## src/rtl/bcd_clock_pkg.sv

```systemverilog
package bcd_clock_pkg;

  typedef logic [7:0] bcd2_t;

  localparam bcd2_t SEC_LAST  = 8'h59;
  localparam bcd2_t MIN_LAST  = 8'h59;
  localparam bcd2_t HOUR_LAST = 8'h23;
  localparam int    LAMP_W    = 9;
  localparam int    DIGITS    = 6;
  localparam int    NIB_W     = 4;

  // Next value of a two-digit BCD field whose final value is last.
  function automatic bcd2_t bcd_next(bcd2_t v, bcd2_t last);
    bcd2_t r;
    if (v == last)
      r = '0;
    else if (v[3:0] == 4'd9)
      r = {v[7:4] + 4'd1, 4'd0};
    else
      r = {v[7:4], v[3:0] + 4'd1};
    return r;
  endfunction

  // Lamp pattern for a units digit 1..9 in the chime window.
  function automatic logic [LAMP_W-1:0] chime_lamp(logic [3:0] units);
    logic [LAMP_W-1:0] r;
    r = '0;
    for (int b = 0; b < LAMP_W; b++)
      if (units == 4'(b + 1)) r[b] = 1'b1;
    return r;
  endfunction

endpackage

```

## src/rtl/bcd_field_ctr.sv

```systemverilog
module bcd_field_ctr
  import bcd_clock_pkg::*;
#(
  parameter bcd2_t LAST = 8'h59
) (
  input  logic  clk_i,
  input  logic  rst_n_i,
  input  logic  step_i,
  output bcd2_t val_o,
  output logic  wrap_o
);

  bcd2_t val_q;

  always_ff @(posedge clk_i or negedge rst_n_i) begin
    if (!rst_n_i)
      val_q <= '0;
    else if (step_i)
      val_q <= bcd_next(val_q, LAST);
  end

  assign val_o  = val_q;
  assign wrap_o = step_i && (val_q == LAST);

endmodule

```

## src/rtl/chime_seq.sv

```systemverilog
module chime_seq
  import bcd_clock_pkg::*;
(
  input  logic              clk_i,
  input  logic              rst_n_i,
  input  logic              tone_i,
  input  bcd2_t             sec_i,
  input  bcd2_t             min_i,
  output logic              spk_o,
  output logic [LAMP_W-1:0] lamp_o,
  output logic              window_o
);

  logic tone_q;
  logic tone_half_q;

  always_ff @(posedge clk_i or negedge rst_n_i) begin
    if (!rst_n_i) begin
      tone_q      <= 1'b0;
      tone_half_q <= 1'b0;
    end else begin
      tone_q <= tone_i;
      if (tone_i && !tone_q) tone_half_q <= ~tone_half_q;
    end
  end

  logic [3:0] units;
  assign units    = sec_i[3:0];
  assign window_o = (min_i == MIN_LAST) && (sec_i[7:4] == 4'd5) && (units != 4'd0);

  always_comb begin
    lamp_o = '0;
    spk_o  = 1'b0;
    if (window_o) begin
      lamp_o = chime_lamp(units);
      if (units == 4'd9)
        spk_o = tone_i;
      else if (units[0])
        spk_o = tone_half_q;
    end
  end

endmodule

```

## src/rtl/digit_scan.sv

```systemverilog
module digit_scan
  import bcd_clock_pkg::*;
#(
  parameter int N_DIG = DIGITS,
  parameter int W_NIB = NIB_W
) (
  input  logic                   clk_i,
  input  logic                   rst_n_i,
  input  logic                   step_i,
  input  logic [N_DIG*W_NIB-1:0] fields_i,
  output logic [$clog2(N_DIG)-1:0] sel_o,
  output logic [W_NIB-1:0]       nib_o
);

  localparam int SEL_W = $clog2(N_DIG);
  localparam logic [SEL_W-1:0] SEL_LAST = SEL_W'(N_DIG - 1);

  logic [SEL_W-1:0] sel_q;

  always_ff @(posedge clk_i or negedge rst_n_i) begin
    if (!rst_n_i)
      sel_q <= '0;
    else if (step_i)
      sel_q <= (sel_q == SEL_LAST) ? '0 : sel_q + 1'b1;
  end

  logic [N_DIG-1:0][W_NIB-1:0] nibs;
  for (genvar d = 0; d < N_DIG; d++) begin : g_nib
    assign nibs[d] = fields_i[d*W_NIB +: W_NIB];
  end

  always_comb begin
    nib_o = '0;
    for (int d = 0; d < N_DIG; d++)
      if (sel_q == SEL_W'(d)) nib_o = nibs[d];
  end

  assign sel_o = sel_q;

endmodule

```

## src/rtl/bcd_clock_core.sv

```systemverilog
module bcd_clock_core
  import bcd_clock_pkg::*;
(
  input  logic        clk_i,
  input  logic        rst_n_i,
  input  logic        tick_i,
  input  logic        set_min_i,
  input  logic        set_hour_i,
  input  logic        tone_i,
  input  logic        scan_i,
  output logic [7:0]  sec_o,
  output logic [7:0]  min_o,
  output logic [7:0]  hour_o,
  output logic        spk_o,
  output logic [8:0]  lamp_o,
  output logic [2:0]  dig_sel_o,
  output logic [3:0]  dig_nib_o
);

  // Named internal events, observed by the bound checker.
  logic sec_wrap, min_step, min_wrap, hour_step, hour_wrap, chime_win;

  bcd_field_ctr #(.LAST(SEC_LAST)) u_sec (
    .clk_i(clk_i), .rst_n_i(rst_n_i), .step_i(tick_i),
    .val_o(sec_o), .wrap_o(sec_wrap)
  );

  assign min_step = tick_i && (sec_wrap || set_min_i);

  bcd_field_ctr #(.LAST(MIN_LAST)) u_min (
    .clk_i(clk_i), .rst_n_i(rst_n_i), .step_i(min_step),
    .val_o(min_o), .wrap_o(min_wrap)
  );

  assign hour_step = tick_i && (min_wrap || set_hour_i);

  bcd_field_ctr #(.LAST(HOUR_LAST)) u_hour (
    .clk_i(clk_i), .rst_n_i(rst_n_i), .step_i(hour_step),
    .val_o(hour_o), .wrap_o(hour_wrap)
  );

  chime_seq u_chime (
    .clk_i(clk_i), .rst_n_i(rst_n_i), .tone_i(tone_i),
    .sec_i(sec_o), .min_i(min_o),
    .spk_o(spk_o), .lamp_o(lamp_o), .window_o(chime_win)
  );

  digit_scan #(.N_DIG(DIGITS), .W_NIB(NIB_W)) u_scan (
    .clk_i(clk_i), .rst_n_i(rst_n_i), .step_i(scan_i),
    .fields_i({hour_o, min_o, sec_o}),
    .sel_o(dig_sel_o), .nib_o(dig_nib_o)
  );

endmodule

```

## config.mk

```make
export PLATFORM = sky130hd
export DESIGN_NAME = bcd_clock_core
export DESIGN_NICKNAME = d
export VERILOG_FILES = /design/src/rtl/bcd_clock_pkg.sv /design/src/rtl/bcd_field_ctr.sv /design/src/rtl/chime_seq.sv /design/src/rtl/digit_scan.sv /design/src/rtl/bcd_clock_core.sv
export SDC_FILE = /design/constraint.sdc
export NUM_CORES = 1
export LEC_CHECK = 0
export BUFFER_PORTS_ARGS = -buffer_cell sky130_fd_sc_hd__buf_2
export CORE_ASPECT_RATIO = 1.4
export CORE_MARGIN = 2
export CORE_UTILIZATION = 30
export DETAILED_ROUTE_END_ITERATION = 6
export PLACE_DENSITY = 0.54
export SKIP_CTS_REPAIR_TIMING = 1
export SLEW_MARGIN = 10
export SYNTH_ARGS = -nofsm -noshare
export SYNTH_HDL_FRONTEND = slang
export SYNTH_HIERARCHICAL = 1
export SYNTH_SLANG_ARGS = --single-unit
```

## constraint.sdc

```tcl
create_clock -name clk_i -period 2.8 [get_ports clk_i]
set_clock_uncertainty 0.05 [all_clocks]
set_input_delay 0.14 -clock clk_i [delete_from_list [all_inputs] [get_ports clk_i]]
set_output_delay 0.14 -clock clk_i [all_outputs]
set_load 0.01 [all_outputs]
```

Yosys cells after proc, flatten, opt, wreduce, memory -nomap -nowiden
Index checks and enable logic that the tools add are counted.
{"block": "classes", "n_addsub": 7, "n_eq_ne": 20, "mux": 26, "bitwise_logic": 1, "reduce_logical": 18}
{"op": "8-bit 2-to-1 mux", "n": 6}
{"op": "4-bit by 1-bit adder with 4-bit output, second input constant", "n": 6}
{"op": "4-bit 2-to-1 mux", "n": 6}
{"op": "4-bit by 3-bit == test with 1-bit output, second input constant", "n": 5}
{"op": "4-bit == test, second input constant", "n": 4}
{"op": "8-bit by 7-bit == test with 1-bit output, second input constant", "n": 2}
{"op": "1-bit 2-to-1 mux", "n": 12}
{"op": "9-bit 2-to-1 mux", "n": 1}
{"op": "4-bit by 2-bit == test with 1-bit output, second input constant", "n": 2}
{"op": "8-bit by 6-bit == test with 1-bit output, second input constant", "n": 1}
{"op": "1-bit logical AND", "n": 7}
{"op": "3-bit by 2-bit == test with 1-bit output, second input constant", "n": 2}
{"op": "3-bit == test, second input constant", "n": 2}
{"op": "2-bit AND reduction", "n": 3}
{"op": "2-bit nonzero test", "n": 3}
{"op": "4-bit by 1-bit == test with 1-bit output, second input constant", "n": 1}
{"op": "4-bit nonzero test", "n": 1}
{"op": "3-bit by 1-bit adder with 3-bit output, second input constant", "n": 1}
{"op": "3-bit by 1-bit == test with 1-bit output, second input constant", "n": 1}
{"op": "3-bit zero test", "n": 1}
{"op": "3-bit 2-to-1 mux", "n": 1}
{"op": "1-bit logical OR", "n": 2}
{"op": "1-bit zero test", "n": 1}
{"op": "1-bit inverter", "n": 1}
{"block": "totals", "regBits": 29, "output_inout_bits": 41}

Longest topological paths before layout
Gate-level depths: netlist of the first run.
{"block": "depth", "word_depth": 8, "mapped_depth": 11, "depth_no_buf": 11}

Hierarchy
The synthesis of the first run kept the hierarchy.
{"mod": "bcd_field_ctr (u_min)", "n_inst": 1, "cells_each": 40, "area_each_um2": 460.4}
{"mod": "bcd_field_ctr (u_sec)", "n_inst": 1, "cells_each": 41, "area_each_um2": 456.7}
{"mod": "bcd_field_ctr (u_hour)", "n_inst": 1, "cells_each": 43, "area_each_um2": 452.9}
{"mod": "digit_scan", "n_inst": 1, "cells_each": 52, "area_each_um2": 410.4}
{"mod": "chime_seq", "n_inst": 1, "cells_each": 28, "area_each_um2": 250.2}
{"mod": "bcd_clock_core", "n_inst": 1, "cells_each": 2, "area_each_um2": 15.0}

Worst setup path before layout of the first run
OpenSTA, ideal clock, no wires.
{"block": "synth_path", "kind": "reg2reg", "start": "register u_sec.val_q[2], in the netlist u_sec/val_o[2]", "end": "register u_hour.val_q[7], in the netlist u_hour/val_o[7]", "setup_time_ns": 0.126, "t_arrival_ns": 2.337, "required_ns": 2.624, "setup_slack_ns": 0.287, "path_stages_with_launch": 11, "period_less_slack_ns": 2.513, "cell_sequence": "dfrtp_1 > nand2b_4 > nor3_4 > and2_1 > o21a_1 > and3b_2 > and3_1 > o21a_1 > and4b_2 > nand4_1 > xnor2_1"}
{"block": "synth_between", "elab_chain_len": 8}
{"element": "start, declared", "line_no": "bcd_field_ctr.sv:13", "source": "bcd2_t val_q;"}
{"element": "start signal, assigned", "line_no": "bcd_field_ctr.sv:19", "source": "val_q <= bcd_next(val_q, LAST);"}
{"element": "8-bit by 7-bit == test with 1-bit output", "line_no": "bcd_field_ctr.sv:23", "source": "assign wrap_o = step_i && (val_q == LAST);"}
{"element": "1-bit logical AND", "line_no": "bcd_field_ctr.sv:23"}
{"element": "named net sec_wrap", "line_no": "bcd_clock_core.sv:21", "source": "logic sec_wrap, min_step, min_wrap, hour_step, hour_wrap, chime_win;"}
{"element": "1-bit logical OR", "line_no": "bcd_clock_core.sv:28", "source": "assign min_step = tick_i && (sec_wrap || set_min_i);"}
{"element": "1-bit logical AND", "line_no": "bcd_clock_core.sv:28"}
{"element": "named net min_step", "line_no": "bcd_clock_core.sv:21"}
{"element": "1-bit logical AND", "line_no": "bcd_field_ctr.sv:23"}
{"element": "named net min_wrap", "line_no": "bcd_clock_core.sv:21"}
{"element": "1-bit logical OR", "line_no": "bcd_clock_core.sv:35", "source": "assign hour_step = tick_i && (min_wrap || set_hour_i);"}
{"element": "1-bit logical AND", "line_no": "bcd_clock_core.sv:35"}
{"element": "named net hour_step", "line_no": "bcd_clock_core.sv:21"}
{"element": "2-bit AND reduction (no line)"}
{"element": "end signal, assigned", "line_no": "bcd_field_ctr.sv:19"}
{"element": "end, declared", "line_no": "bcd_field_ctr.sv:13"}
The timed path passes the listed nets, and every way through them passes these cells.
A chain may end at the register's enable or synchronous reset.

Final worst setup path of the first run
Same ends and word-level chain as after synthesis.

==> results.json, run 1 <==
{
  "grt_pass1_wl_um": 8060,
  "critPathBufInv": 0,
  "grt_max_degree": 30,
  "final.setup.tns_ps": 0,
  "num_rows": 35,
  "grt_use_total": 0.139,
  "grt.met2_usage": 0.240,
  "drv_slew": 0,
  "design.die.area_mm2": 0.00745,
  "drc": 0,
  "critPathMaxStageDelay_ps": 380,
  "clock_path_buffers": 2,
  "die_w_um": 73.5,
  "setup_viol": 0,
  "mostFrequentLayoutCell": "buf_2",
  "seqPwrFrac": 0.337,
  "drive_above_1_share": 0.337,
  "hold_violations": 0,
  "period_share": 0.906,
  "final.fill_count": 685,
  "routed_wl_um": 4900,
  "end_kind": "flip-flop",
  "cts_max_level": 2,
  "syn_nets": 219,
  "power_frac_comb": 0.533,
  "antenna_cells": 0,
  "grt_setup_unrepaired": "false",
  "clock_latency_ps": 280,
  "arrival_ps": 2650,
  "power_density_mw_per_mm2": 1070,
  "synthCells": 203,
  "port_buffers": 47,
  "layout-area-overhead-vs-synth_pct": 21.5,
  "p_leak_nw": 1.16,
  "hold_ws_ps": 24.4,
  "yosys_warnings": 6,
  "p_sw_mw": 1.20,
  "cts_num_sinks": 29,
  "critPathLaunchType": "flip-flop",
  "fin_crit_ps": 2540,
  "cts_tree": "yes",
  "routed_via_density": 5.23,
  "run_status": "finished, final reports clean",
  "worstMarginPinSlew_ps": 672,
  "cp_max_fo": 8,
  "dr.pass1.iters": 4,
  "core_area_mm2": 0.00657,
  "cts_buffers": 5,
  "timing.final.ws_setup_ps": 264,
  "max-slew-margin-rel": 0.552,
  "switching_share": 0.456,
  "ios": 48,
  "start_util": 0.309,
  "p_clk_frac": 0.130,
  "hold_class": "in2reg",
  "gp_congestion": 0.839,
  "ant_nets": 0,
  "wl_per_cell_um": 14.6,
  "cap_violations": 0,
  "crit_family": "simple AND/OR/NAND/NOR gates",
  "clkTransAtPathRegs_ps": 60,
  "top_usage_layer": "met2",
  "drt-initial-drc-count": 104,
  "met1_usage": 0.165,
  "finalPower_mw": 2.64,
  "critical_path_required_ps": 2910,
  "fmax_ghz": 0.394,
  "grt_overflow": 0,
  "antenna_found_initial": 0,
  "synth_area_per_cell_um2": 10.0,
  "ctsRootBufferMaster": "clkbuf_8",
  "nets": 277,
  "p_int_mw": 1.43,
  "pre_cts_ws_ps": 275,
  "dpl.hpwl_um": 3620,
  "ir_worst_vdd_uv": 270,
  "path_class": "reg2reg",
  "cp_cell_sequence": "nand2b_4 -> nor3_4 -> and2_1 -> o21a_1 -> and3b_2 -> and3_1 -> o21a_1 -> and4b_2 -> nand4_1 -> xnor2_1",
  "crit_top_cell": "o21a_1",
  "grt_pass1_vias": 1668,
  "layout_common_cells": "buf_2 (47), dfrtp_1 (29), nand2_1 (11), inv_1 (11)",
  "cp_slowest_cell": "dfrtp_1",
  "vias": 1751,
  "fp.dieH_um": 101,
  "grt_use_met3": 0.0299,
  "synthesis.area_mm2": 0.00203
}
==> worst register-to-register path, stage by stage, from the launching register on <==
cell      delay [ps]
dfrtp_1          380
nand2b_4         180
nor3_4           240
and2_1           160
o21a_1           210
and3b_2          210
and3_1           150
o21a_1           260
and4b_2          310
nand4_1          120
xnor2_1          150
==> power by group through the flow <==
stage | Clock, mW | Combinational [mW] | Sequential, mW
2_1_floorplan | 0 | 0.880 | 0.935
3_3_place_gp | 0 | 1.40 | 0.899
3_5_place_dp | 0 | 1.40 | 0.899
4_1_cts | 0.356 | 1.41 | 0.893
5_1_grt | 0.372 | 1.56 | 0.931
6_report | 0.343 | 1.40 | 0.890
==> cell type report <==
class,count,area (um2),share of cell area
repair buffers,57,315,0.128
multi-input cells,157,1210,0.489
clock buffers,7,86.3,0.0350
well taps,74,92.6,0.0375
inverters,11,41.3,0.0167
flip-flops and latches,29,726,0.294
==> stage by stage <==
step | area (um2) | utilization | std cells
final | 2470 | 0.376 | 335
after detailed placement | 2360 | 0.359 | 326
after global routing | 2470 | 0.376 | 335
after CTS | 2450 | 0.373 | 333
after global placement | 2360 | 0.359 | 326
after floorplan | 2030 | - | 203
==> worst paths after layout <==
kind / from / end / slack [ps] / depth (start not counted)
max in group asynchronous: rst_n_i / u_hour/val_o[5] / 1880 / 2
min reg2reg: u_chime/tone_half_q / u_chime/tone_half_q / 420 / 1
max: u_sec/val_o[2] / u_hour/val_o[7] / 260 / 10
min in group asynchronous: rst_n_i / u_sec/val_o[6] / 380 / 2
min: scan_i / u_scan/sel_o[0] / 20 / 2
max reg2reg: u_sec/val_o[2] / u_hour/val_o[7] / 260 / 10
==> layer usage <==
metal,part of all wire,vias up
met3,0.044,4
met5,0,-
met1,0.44,841
met2,0.50,52
li1,-,854
met4,0.012,0
==> state kept, by name, summed over array words and instances, names as in the netlist <==
name and cells:
u_sec/val_o 8, u_chime/tone_half_q 1, u_scan/sel_o 3, u_chime/tone_q 1
u_min/val_o 8, u_hour/val_o 8
No activity file was read; power rests on OpenSTA's default activity.
==> inputs of run 2 (changes only) <==
--- a/config.mk
+++ b/config.mk
@@ -6,11 +6,13 @@
 export NUM_CORES = 1
 export LEC_CHECK = 0
 export BUFFER_PORTS_ARGS = -buffer_cell sky130_fd_sc_hd__buf_2
+export CELL_PAD_IN_SITES_DETAIL_PLACEMENT = 1
+export CELL_PAD_IN_SITES_GLOBAL_PLACEMENT = 2
 export CORE_ASPECT_RATIO = 1.4
-export CORE_MARGIN = 2
+export CORE_MARGIN = 3
 export CORE_UTILIZATION = 30
 export DETAILED_ROUTE_END_ITERATION = 6
-export PLACE_DENSITY = 0.54
+export PLACE_DENSITY = 0.77
 export SKIP_CTS_REPAIR_TIMING = 1
 export SLEW_MARGIN = 10
 export SYNTH_ARGS = -nofsm -noshare
==> run 2 against run 1 <==
  * Setup slack improved by 21 ps
  * First-iteration DRC count fell by 58%
  * Total power rose by 1.2%
  * Cell count fell by 0.30%
  * Clock power barely moved
  * Fmax rose by 0.84%
  * Critical path depth did not move
  * Clock-buffer cell count did not move
  * Flip-flop and latch count did not move
  * Critical endpoint unchanged
==> results.json, run 2 (synthesized netlist as in run 1, its figures left out) <==
{
  "worstMarginPinSlew_ps": 671,
  "crit_top_cell": "o21a_1",
  "clock_path_buffers": 2,
  "mostFrequentLayoutCell": "buf_2",
  "crit_family": "simple AND/OR/NAND/NOR gates",
  "grt_pass1_vias": 1838,
  "cts_num_sinks": 29,
  "final_cells": 334,
  "layout-area-overhead-vs-synth_pct": 21.7,
  "ant_nets": 0,
  "place_inst": 325,
  "final.setup.tns_ps": 0,
  "nets": 278,
  "drv_slew": 0,
  "wl_met2_um": 2830,
  "die_w_um": 75.5,
  "end_kind": "flip-flop",
  "reg2reg_to": "u_hour/val_o[7]",
  "maxUsedRoutingLayer": "met4",
  "r2r_cells": 10,
  "grt_overflow": 0,
  "cts_max_level": 2,
  "r2r_start": "u_sec/val_o[2]",
  "dpl.hpwl_um": 4140,
  "max-slew-margin-rel": 0.552,
  "drt-initial-drc-count": 44,
  "ir_worst_vdd_uv": 311,
  "cp_slowest_cell": "dfrtp_1",
  "setup_viol": 0,
  "critPathBufInv": 0,
  "multi_input_area_mm2": 0.00121,
  "clock_latency_ps": 280,
  "critPathLaunchType": "flip-flop",
  "wl_per_cell_um": 16.3,
  "run_status": "finished, final reports clean",
  "path_class": "reg2reg",
  "ctsRootBufferMaster": "clkbuf_8",
  "rrSetupSlack_ps": 290,
  "power_density_mw_per_mm2": 1080,
  "layout_common_cells": "buf_2 (47), dfrtp_1 (29), nand2_1 (11), inv_1 (11)",
  "cts_buffers": 5,
  "arrival_ps": 2630,
  "gp_congestion": 0.767,
  "routed_via_density": 5.26,
  "drc": 0,
  "hold_path_end": "u_scan/sel_o[0]",
  "vias": 1758,
  "hold_violations": 0,
  "grt_pass1_wl_um": 8730,
  "grt_max_degree": 30,
  "cts_tree": "yes",
  "critPathMaxStageDelay_ps": 380,
  "final.fill_count": 773,
  "clkTransAtPathRegs_ps": 60,
  "num_rows": 34,
  "start_util": 0.318,
  "fmax_ghz": 0.398,
  "antenna_found_initial": 0,
  "cap_violations": 0,
  "cp_cell_sequence": "nand2b_4 -> nor3_4 -> and2_1 -> o21a_1 -> and3b_2 -> and3_1 -> o21a_1 -> and4b_2 -> nand4_1 -> xnor2_1",
  "grt_use_total": 0.146,
  "wl_met3_um": 193,
  "antenna_cells": 0,
  "p_leak_nw": 1.17,
  "fp.dieH_um": 103,
  "ios": 48,
  "grt_setup_unrepaired": "false",
  "port_buffers": 47,
  "period_share": 0.898,
  "routed_wl_um": 5450,
  "core_area_mm2": 0.00638,
  "wl_met1_um": 2330,
  "hold_class": "in2reg",
  "fin_crit_ps": 2510,
  "cp_max_fo": 8,
  "drive_above_1_share": 0.340,
  "holdCritStartpoint": "scan_i",
  "min_path_cells": 2,
  "critical_path_required_ps": 2910,
  "design.die.area_mm2": 0.00781,
  "regArea_um2": 726,
  "dr.pass1.iters": 4
}
==> run 2: cell types whose count changed in the layout (fill, tap and decap cells not counted), sizes merged <==
cell  change
buf       +1
==> run 2: worst max path at each step <==
stage / startpoint / end / slack [ps] / depth (start not counted)
finish: u_sec/val_o[2] / u_hour/val_o[7] / 290 / 10
global route: u_sec/val_o[2] / u_hour/val_o[7] / 130 / 10
CTS: u_sec/val_o[2] / u_hour/val_o[7] / 270 / 10
detailed placement: u_sec/val_o[4] / u_hour/val_o[5] / 290 / 10
global placement: u_sec/val_o[2] / u_hour/val_o[7] / 340 / 10
floorplan: u_sec/val_o[2] / u_hour/val_o[7] / 300 / 10
==> run 2: metrics by stage <==
stage	setup slack (ps)	utilization	power [mW]	hold slack (ps)	instance area, um2
final	285	0.387	2.67	27.9	2470
after floorplan	300	-	1.81	-206	2030
after global routing	127	0.387	2.91	26.9	2470
after detailed placement	290	0.371	2.36	168	2370
after CTS	268	0.384	2.72	-121	2450
after global placement	344	0.371	2.33	175	2370
==> run 2: area by class of cell <==
class | count | area share
flip-flops and latches | 29 | 0.294
clock buffers | 7 | 0.0349
multi-input cells | 157 | 0.488
inverters | 11 | 0.0167
repair buffers | 58 | 0.131
well taps | 72 | 0.0364
==> run 2: routing by layer <==
layer	global-route usage	vias to the layer above
met5	0	-
met4	0.0485	0
met3	0.0242	6
met2	0.265	34
met1	0.169	866
li1	-	852
==> run 2: where the power goes <==
part / internal, mW / switching [mW] / leakage, nW
Sequential: 0.587 / 0.273 / 0.353
Combinational: 0.664 / 0.801 / 0.772
Clock: 0.194 / 0.149 / 0.0443
==> inputs of run 3 (changes only) <==
--- a/config.mk
+++ b/config.mk
@@ -12,6 +12,7 @@
 export CORE_MARGIN = 3
 export CORE_UTILIZATION = 30
 export DETAILED_ROUTE_END_ITERATION = 6
+export HOLD_SLACK_MARGIN = 0.1
 export PLACE_DENSITY = 0.77
 export SKIP_CTS_REPAIR_TIMING = 1
 export SLEW_MARGIN = 10
==> run 3 against run 2 <==
  * Routed wire length barely moved
  * Worst hold slack improved by 93 ps
  * Largest power group unchanged
  * Clock power barely moved
  * Design area up 0.40%
  * Sequential power barely moved
  * Non-clock buffer count is 1 higher
  * Critical path depth stayed put
  * Combinational power barely moved
  * Setup slack is the same
  * Clock-buffer cell count is the same
  * Sequential share of layout area fell by 0.12 points
  * Die area unchanged
==> results.json, run 3 (synthesized netlist as in run 1, its figures left out) <==
{
  "cts_buffers": 5,
  "fp.dieH_um": 103,
  "critPathBufInv": 0,
  "design.die.area_mm2": 0.00781,
  "grt_pass1_vias": 1838,
  "crit_family": "simple AND/OR/NAND/NOR gates",
  "layout_common_cells": "buf_2 (47), dfrtp_1 (29), nand2_1 (11), inv_1 (11)",
  "final.fill_count": 773,
  "crit_end": "u_hour/val_o[7]",
  "switching_share": 0.458,
  "regArea_um2": 726,
  "cts_tree": "yes",
  "max-slew-margin-rel": 0.552,
  "fin_crit_ps": 2510,
  "end_kind": "flip-flop",
  "power_frac_comb": 0.549,
  "critPathLaunchType": "flip-flop",
  "r2r_start": "u_sec/val_o[2]",
  "clkTransAtPathRegs_ps": 60,
  "routed_via_density": 5.26,
  "grt_max_degree": 30,
  "crit_cells": 10,
  "cp_cell_sequence": "nand2b_4 -> nor3_4 -> and2_1 -> o21a_1 -> and3b_2 -> and3_1 -> o21a_1 -> and4b_2 -> nand4_1 -> xnor2_1",
  "hold_violations": 0,
  "port_buffers": 47,
  "multi_input_area_mm2": 0.00121,
  "final.setup.tns_ps": 0,
  "antenna_found_initial": 0,
  "path_class": "reg2reg",
  "start_util": 0.318,
  "post_dp_cell_area_mm2": 0.00237,
  "cap_violations": 0,
  "hold_class": "in2reg",
  "dr.pass1.iters": 4,
  "num_rows": 34,
  "r2r_cells": 10,
  "grt_setup_unrepaired": "false",
  "routed_wl_um": 5450,
  "drive_above_1_share": 0.338,
  "critical_path_required_ps": 2910,
  "startpoint": "u_sec/val_o[2]",
  "clock_path_buffers": 2,
  "nets": 279,
  "drt-initial-drc-count": 49,
  "run_status": "finished, final reports clean",
  "dpl.hpwl_um": 4140,
  "drc": 0,
  "setup_viol": 0,
  "cts_max_level": 2,
  "power_density_mw_per_mm2": 1070,
  "antenna_cells": 0,
  "drv_slew": 0,
  "seqPwrFrac": 0.322,
  "grt_use_total": 0.146,
  "cp_max_fo": 8,
  "reg2reg_to": "u_hour/val_o[7]",
  "layout-area-overhead-vs-synth_pct": 22.2,
  "ir_worst_vdd_uv": 311,
  "period_share": 0.898,
  "final_cells": 335,
  "crit_top_cell": "o21a_1",
  "p_int_mw": 1.45,
  "p_clk_frac": 0.129,
  "grt_pass1_wl_um": 8730,
  "gp_congestion": 0.767,
  "p_leak_nw": 1.17,
  "arrival_ps": 2630,
  "ctsRootBufferMaster": "clkbuf_8",
  "fmax_ghz": 0.398,
  "p_sw_mw": 1.22,
  "mostFrequentLayoutCell": "buf_2",
  "wl_per_cell_um": 16.3,
  "cts_num_sinks": 29,
  "grt_overflow": 0,
  "rrSetupSlack_ps": 290,
  "clock_latency_ps": 280,
  "cp_slowest_cell": "dfrtp_1",
  "design_area_mm2": 0.00248,
  "worstMarginPinSlew_ps": 671,
  "ios": 48,
  "core_area_mm2": 0.00638,
  "place_inst": 325,
  "vias": 1762,
  "die_w_um": 75.5,
  "ant_nets": 0,
  "critPathMaxStageDelay_ps": 380
}
-- run 3: area by class of cell --
cell class | count | area share
tap | 72 | 0.0363
clock buffer | 7 | 0.0348
sequential | 29 | 0.292
inverter | 11 | 0.0166
timing repair buffer | 59 | 0.134
multi-input combinational | 157 | 0.486
-- run 3: routing by layer --
| metal | GRT usage | wire length, um |
|---|---|---|
| met1 | 0.169 | 2330 |
| met4 | 0.0485 | 93 |
| met2 | 0.265 | 2830 |
| met5 | 0 | 0 |
| met3 | 0.0242 | 193 |
-- run 3: per-stage QoR --
stage                      util  hold WS, ps  setup slack (ps)  power (mW)
after floorplan               -         -206               300        1.81
after global placement    0.371          175               344        2.33
after detailed placement  0.371          168               290        2.36
after CTS                 0.384         -121               268        2.72
after global routing      0.389          140               127        2.91
final                     0.389          121               285        2.67
-- run 3: worst min path at each step --
| stage | start | end | slack [ps] | depth (start not counted) |
|---|---|---|---|---|
| 2_1_floorplan | rst_n_i | u_chime/tone_half_q | -210 | 0 |
| 5_1_grt | tick_i | u_sec/val_o[0] | 140 | 2 |
| 4_1_cts | rst_n_i | u_min/val_o[6] | -120 | 1 |
| 6_report | tick_i | u_sec/val_o[0] | 120 | 2 |
| 3_5_place_dp | rst_n_i | u_min/val_o[1] | 170 | 1 |
| 3_3_place_gp | rst_n_i | u_min/val_o[1] | 170 | 1 |
-- run 3: power by group through the flow --
stage | combinational [mW] | clock (mW) | sequential (mW)
after CTS | 1.49 | 0.359 | 0.872
after floorplan | 0.880 | 0 | 0.935
after global placement | 1.46 | 0 | 0.872
after global routing | 1.63 | 0.370 | 0.904
final | 1.47 | 0.344 | 0.859
after detailed placement | 1.48 | 0 | 0.880
